--- config.mk ---
export PLATFORM = sky130hd
export DESIGN_NAME = fmn_clken_gen
export DESIGN_NICKNAME = d
export VERILOG_FILES = /design/src/rtl/fmn_pkg.sv /design/src/rtl/fmn_src_pick.sv /design/src/rtl/fmn_prediv.sv /design/src/rtl/fmn_mn_stage.sv /design/src/rtl/fmn_clken_gen.sv
export SDC_FILE = /design/constraint.sdc
export NUM_CORES = 1
export LEC_CHECK = 0
export CAP_MARGIN = 40
export CORE_MARGIN = 2
export CORE_UTILIZATION = 50
export CTS_BUF_LIST = sky130_fd_sc_hd__clkbuf_4
export DETAILED_ROUTE_END_ITERATION = 12
export PLACE_DENSITY = 0.73
export SYNTH_ARGS = -nofsm -noshare
export SYNTH_HDL_FRONTEND = slang
export SYNTH_SLANG_ARGS = --single-unit
--- constraint.sdc ---
create_clock -name clk -period 7.9 [get_ports clk]
set_clock_uncertainty 0.15 [all_clocks]
set_input_delay 1.58 -clock clk [delete_from_list [all_inputs] [get_ports clk]]
set_output_delay 1.58 -clock clk [all_outputs]
set_load 0.03 [all_outputs]
--- src/rtl/fmn_pkg.sv ---
`timescale 1ns/1ps
package fmn_pkg;

    localparam int unsigned FMN_MODE_W   = 2;
    localparam int unsigned FMN_SRC_DEF  = 8;
    localparam int unsigned FMN_PD_W_DEF = 5;
    localparam int unsigned FMN_MN_W_DEF = 8;

    // Per-cycle status of the fractional stage
    typedef struct packed {
        logic pulse;
        logic duty;
        logic active;
    } mn_status_t;

    // Low w bits of the bitwise inverse of raw
    function automatic logic [31:0] inv_field(input logic [31:0] raw, input int unsigned w);
        logic [31:0] mask;
        mask = (w >= 32) ? 32'hFFFF_FFFF : ((32'd1 << w) - 32'd1);
        return (~raw) & mask;
    endfunction

endpackage

--- src/rtl/fmn_src_pick.sv ---
`timescale 1ns/1ps
module fmn_src_pick #(
    parameter int unsigned NUM_SRC = fmn_pkg::FMN_SRC_DEF,
    localparam int unsigned SEL_W  = (NUM_SRC > 1) ? $clog2(NUM_SRC) : 1
) (
    input  logic [NUM_SRC-1:0] src_en,
    input  logic [SEL_W-1:0]   sel,
    output logic               hit
);
    logic [NUM_SRC-1:0] match;

    for (genvar g = 0; g < NUM_SRC; g++) begin : g_match
        assign match[g] = src_en[g] && (sel == SEL_W'(g));
    end

    assign hit = |match;
endmodule

--- src/rtl/fmn_prediv.sv ---
`timescale 1ns/1ps
module fmn_prediv #(
    parameter int unsigned PD_W = fmn_pkg::FMN_PD_W_DEF,
    localparam int unsigned AW  = PD_W + 2
) (
    input  logic            clk,
    input  logic            rst,
    input  logic            clear,
    input  logic            tick_in,
    input  logic [PD_W-1:0] div,
    output logic            tick_out,
    output logic [AW-1:0]   acc_o
);
    logic [AW-1:0] acc_q;
    logic [AW-1:0] thr;
    logic [AW-1:0] sum;
    logic          reach;
    logic          bypass;

    always_comb begin
        bypass = (div == '0);
        thr    = {2'b00, div} + AW'(1);
        sum    = acc_q + AW'(2);
        reach  = (sum >= thr);
        tick_out = bypass ? tick_in : (tick_in && reach);
    end

    always_ff @(posedge clk) begin
        if (rst || clear || bypass) begin
            acc_q <= '0;
        end else if (tick_in) begin
            acc_q <= reach ? (sum - thr) : sum;
        end
    end

    assign acc_o = acc_q;
endmodule

--- src/rtl/fmn_mn_stage.sv ---
`timescale 1ns/1ps
module fmn_mn_stage #(
    parameter int unsigned MN_W = fmn_pkg::FMN_MN_W_DEF,
    localparam int unsigned AW  = MN_W + 1
) (
    input  logic                            clk,
    input  logic                            rst,
    input  logic                            clear,
    input  logic                            tick_in,
    input  logic [fmn_pkg::FMN_MODE_W-1:0]  mode,
    input  logic [MN_W-1:0]                 m_val,
    input  logic [MN_W-1:0]                 n_code,
    input  logic [MN_W-1:0]                 d_code,
    output fmn_pkg::mn_status_t             status,
    output logic [AW-1:0]                   acc_o,
    output logic [MN_W-1:0]                 n_dec_o
);
    logic [MN_W-1:0] n_dec;
    logic [MN_W-1:0] d_dec;
    logic [AW-1:0]   acc_q;
    logic [AW-1:0]   sum;
    logic            reach;
    logic            active;

    always_comb begin
        n_dec  = MN_W'(fmn_pkg::inv_field(32'(n_code), MN_W) + 32'(m_val));
        d_dec  = MN_W'(fmn_pkg::inv_field(32'(d_code), MN_W));
        active = (mode != '0) && (n_dec != '0) && (m_val < n_dec);
        sum    = acc_q + {1'b0, m_val};
        reach  = (sum >= {1'b0, n_dec});
        status.active = active;
        status.pulse  = active ? (tick_in && reach) : tick_in;
        status.duty   = (acc_q < {1'b0, d_dec});
    end

    always_ff @(posedge clk) begin
        if (rst || clear || !active) begin
            acc_q <= '0;
        end else if (tick_in) begin
            acc_q <= reach ? (sum - {1'b0, n_dec}) : sum;
        end
    end

    assign acc_o   = acc_q;
    assign n_dec_o = n_dec;
endmodule

--- src/rtl/fmn_clken_gen.sv ---
`timescale 1ns/1ps
module fmn_clken_gen #(
    parameter int unsigned NUM_SRC = fmn_pkg::FMN_SRC_DEF,
    parameter int unsigned PD_W    = fmn_pkg::FMN_PD_W_DEF,
    parameter int unsigned MN_W    = fmn_pkg::FMN_MN_W_DEF,
    localparam int unsigned SEL_W  = (NUM_SRC > 1) ? $clog2(NUM_SRC) : 1
) (
    input  logic                               clk,
    input  logic                               rst,
    input  logic [NUM_SRC-1:0]                 src_en,
    input  logic                               cfg_load,
    input  logic [SEL_W-1:0]                   cfg_src_sel,
    input  logic [PD_W-1:0]                    cfg_pre_div,
    input  logic [fmn_pkg::FMN_MODE_W-1:0]     cfg_mode,
    input  logic [MN_W-1:0]                    cfg_m,
    input  logic [MN_W-1:0]                    cfg_n_code,
    input  logic [MN_W-1:0]                    cfg_d_code,
    output logic                               tick_out,
    output logic                               duty_out
);
    typedef struct packed {
        logic [SEL_W-1:0]               sel;
        logic [PD_W-1:0]                div;
        logic [fmn_pkg::FMN_MODE_W-1:0] mode;
        logic [MN_W-1:0]                m;
        logic [MN_W-1:0]                n_code;
        logic [MN_W-1:0]                d_code;
    } act_cfg_t;

    act_cfg_t            act;
    logic                src_hit;
    logic                pre_tick;
    logic [PD_W+1:0]     pd_acc;
    logic [PD_W-1:0]     pd_div;
    fmn_pkg::mn_status_t mn_st;
    logic [MN_W:0]       mn_acc;
    logic [MN_W-1:0]     mn_ndec;
    logic                mn_on;
    logic                tick_q;

    always_ff @(posedge clk) begin
        if (rst) begin
            act <= '0;
        end else if (cfg_load) begin
            act.sel    <= cfg_src_sel;
            act.div    <= cfg_pre_div;
            act.mode   <= cfg_mode;
            act.m      <= cfg_m;
            act.n_code <= cfg_n_code;
            act.d_code <= cfg_d_code;
        end
    end

    fmn_src_pick #(.NUM_SRC(NUM_SRC)) u_pick (
        .src_en (src_en),
        .sel    (act.sel),
        .hit    (src_hit)
    );

    fmn_prediv #(.PD_W(PD_W)) u_prediv (
        .clk      (clk),
        .rst      (rst),
        .clear    (cfg_load),
        .tick_in  (src_hit),
        .div      (act.div),
        .tick_out (pre_tick),
        .acc_o    (pd_acc)
    );

    fmn_mn_stage #(.MN_W(MN_W)) u_mn (
        .clk     (clk),
        .rst     (rst),
        .clear   (cfg_load),
        .tick_in (pre_tick),
        .mode    (act.mode),
        .m_val   (act.m),
        .n_code  (act.n_code),
        .d_code  (act.d_code),
        .status  (mn_st),
        .acc_o   (mn_acc),
        .n_dec_o (mn_ndec)
    );

    always_ff @(posedge clk) begin
        if (rst || cfg_load) begin
            tick_q <= 1'b0;
        end else begin
            tick_q <= mn_st.pulse;
        end
    end

    assign mn_on    = mn_st.active;
    assign pd_div   = act.div;
    assign tick_out = tick_q;
    assign duty_out = mn_on ? mn_st.duty : tick_q;
endmodule

==> run metrics <==
Syn Nets=543; Final HPWL DP=6710 um; Starting Density=50.63%; crit path time final=5.828 ns; Root Driver=clkbuf_4; cell family with most CP delay=compound AO/OA/AOI/OAI gates; non-filler cells, final=594; average wire per standard cell=14.20 um; Syn. warnings=0; status=finished clean; setup TNS=0 ns; worst skew pair latency=0.38 ns; Final Cell Area=4488 um2; Post CTS Setup Buffer Count=0; Total Power=0.0007160 W; asr flop ratio synth=0%; CP cell instances=ha_1, inv_1, fa_1, nor2b_1, o21ai_0, a21o_1, a311oi_1, ha_1, nand2_1, a21oi_1, o21ai_0, nand3_1, mux2_2, clkdlybuf4s50_1; Yosys top cell area share=26.51%; Synth Cell Area=3851 um2; leakage=1.958 nW; unrepaired setup endpoints after global routing=false; Post-CTS Resized=0; f_max=0.1716 GHz; Final Hold Vio Count=0; CP Launch Type=flop; crit path DAT=4.10 ns; Mean Syn Cell Area=8.577 um2; gr ovfl total=0; placer congestion estimate=0.8930; worst-margin pin slew=0.8830 ns; critical path class=flop to output pin; boundary pin count=47; Setup WS post-layout=2.072 ns; flop and latch count out of synthesis=51; drc violations=0; share of cells above drive strength 1=5.691%; Synth cell types=58; Worst Path Required=6.17 ns; Top FF cell, synth=dfxtp_1; Setup violations, final=0; Synth area leaders=dfxtp_1 27%, ha_1 15%, mux2i_1 9.9%, nor2_1 6.2%, inv_1 3.4%; initial drt markers=191; ANT nets after route=0; Post-Synthesis Cells=449; DIE WIDTH=91.77 um; GR Util All Layers=21.93%; CP max FO=4; max_cap viols=0; Port Buffers=46; Post-synth top cells=64 x nor2_1, 51 x dfxtp_1, 45 x ha_1; core area=7607 um2; Tightest Hold Check Type=flop to flop; reg2reg end=u_mn.acc_o[7]$_SDFFE_PP0P_; CTS max path bufs=2; Vias/cell=5.444; Sink Count=51; initial antenna violation count=0; worst reg2reg path startpoint=u_mn.acc_o[0]$_SDFFE_PP0P_; Area growth syn-to-layout=16.54%; reg-to-reg slack, setup=4.15 ns; Antenna Cells=0; max_slew headroom=40.31%; dpl cell area=4413 um2; Crit. End Element=output pin; Chip Height=91.77 um; Slowest cell on crit path=clkdlybuf4s50_1; Num CTS Buffers=5; CP Buf/Inv Count=2; first-pass GRT wire length=15300 um; slowest stage delay, CP=0.65 ns; worst IR drop on VDD=0.08019 mV; vias in the first global route=3313; Initial DRT Pass Iterations=5; Die ar.=8421 um2; DR vias=3234; number of synthesized flops with an enable pin=0; Final nets=586; htree depth=2; PwrDens=159.5 nW/um2; Hold Buf Count CTS=0; reg2reg path depth=10; hold_sp=act[8]$_SDFFE_PP0P_; CTS tree=yes; pin count of the biggest net entering global routing=36; WHS Endpoint=act[8]$_SDFFE_PP0P_; Clock transition at path regs=0.13 ns; Seq/Total Area, Yosys=26.51%; Tcrit/Tclk final=73.77%; Synth area leader=dfxtp_1; WHS Path Cells=2; Setup WS pre-CTS=2.480 ns; most common cell in the netlist=nor2_1; Routed WL=8437 um; fin. max-slew vios=0; placement row count=32; DP Cell Count=587
==> metrics by stage <==
stage | hold WS [ns] | util, %
after floorplan | 0.3023 | -
after global placement | 0.3263 | 57.55
after detailed placement | 0.3333 | 58.01
after CTS | 0.3585 | 59.00
after global routing | 0.3866 | 59.00
final | 0.3551 | 59.00
==> kinds of logic (layout without fill, tap and decap cells) <==
kind of cell,after synthesis,count (layout),share of synthesized area [%]
AOI/OAI and AO/OA,98,98,17.64
xor gates and xnor gates,23,23,5.426
adders and majority gates,49,49,16.70
buffers and inverters,48,91,5.068
DFF,51,51,26.51
muxes,42,42,11.63
and+or+nand+nor,138,138,17.02
==> routing by layer <==
layer | vias to the layer above | GRT usage (%) | routed length, um
met5 | - | 0 | 0
met4 | 0 | 5.224 | 139
met3 | 10 | 3.205 | 283
met2 | 52 | 37.07 | 3857
met1 | 1487 | 29.60 | 4157
li1 | 1685 | - | -
==> layout by cell type, fill, tap and decap left out, drive strengths merged, types with 10 or more instances in the layout <==
cell	instances
a211oi	10
a21oi	18
nor2	65
a31oi	12
nand3	13
ha	45
dfxtp	51
mux2i	38
nand2	20
xnor2	15
inv	35
o21ai	24
o21a	10
clkdlybuf4s50	45
==> flip-flops by register name, indices dropped and copies added (netlist names) <==
| register | flops |
|---|---|
| u_prediv.acc_o | 7 |
| pd_div | 5 |
| tick_out | 1 |
| u_mn.acc_o | 9 |
| act | 29 |
==> worst min-delay path, cell delays in order (launching register included) <==
cell     delay [ns]
dfxtp_1        0.35
mux2i_1        0.06
nor2_1         0.07
==> how the worst max path moves through the flow <==
stage	startpoint	endpoint	cells past startpoint
2_1_floorplan	act[16]$_SDFFE_PP0P_	duty_out	13
3_3_place_gp	act[16]$_SDFFE_PP0P_	duty_out	14
3_5_place_dp	act[16]$_SDFFE_PP0P_	duty_out	14
4_1_cts	act[16]$_SDFFE_PP0P_	duty_out	14
5_1_grt	act[16]$_SDFFE_PP0P_	duty_out	14
6_report	act[16]$_SDFFE_PP0P_	duty_out	14
==> power breakdown <==
part | switching (W) | internal, W
logic | 0.000153 | 0.000127
clock network | 0.0000810 | 0.0000688
registers | 0.0000146 | 0.000271
==> cell type report <==
type / count / area, um2
Clock buffer: 6 / 45.04
Clock inverter: 1 / 30.03
Fill cell: 692 / 3119
Inverter: 35 / 131.4
Multi-Input combinational cell: 350 / 2635
Sequential cell: 51 / 1021
Tap cell: 102 / 127.6
Timing Repair Buffer: 49 / 498.0
No activity file was read; power rests on OpenSTA's default activity.
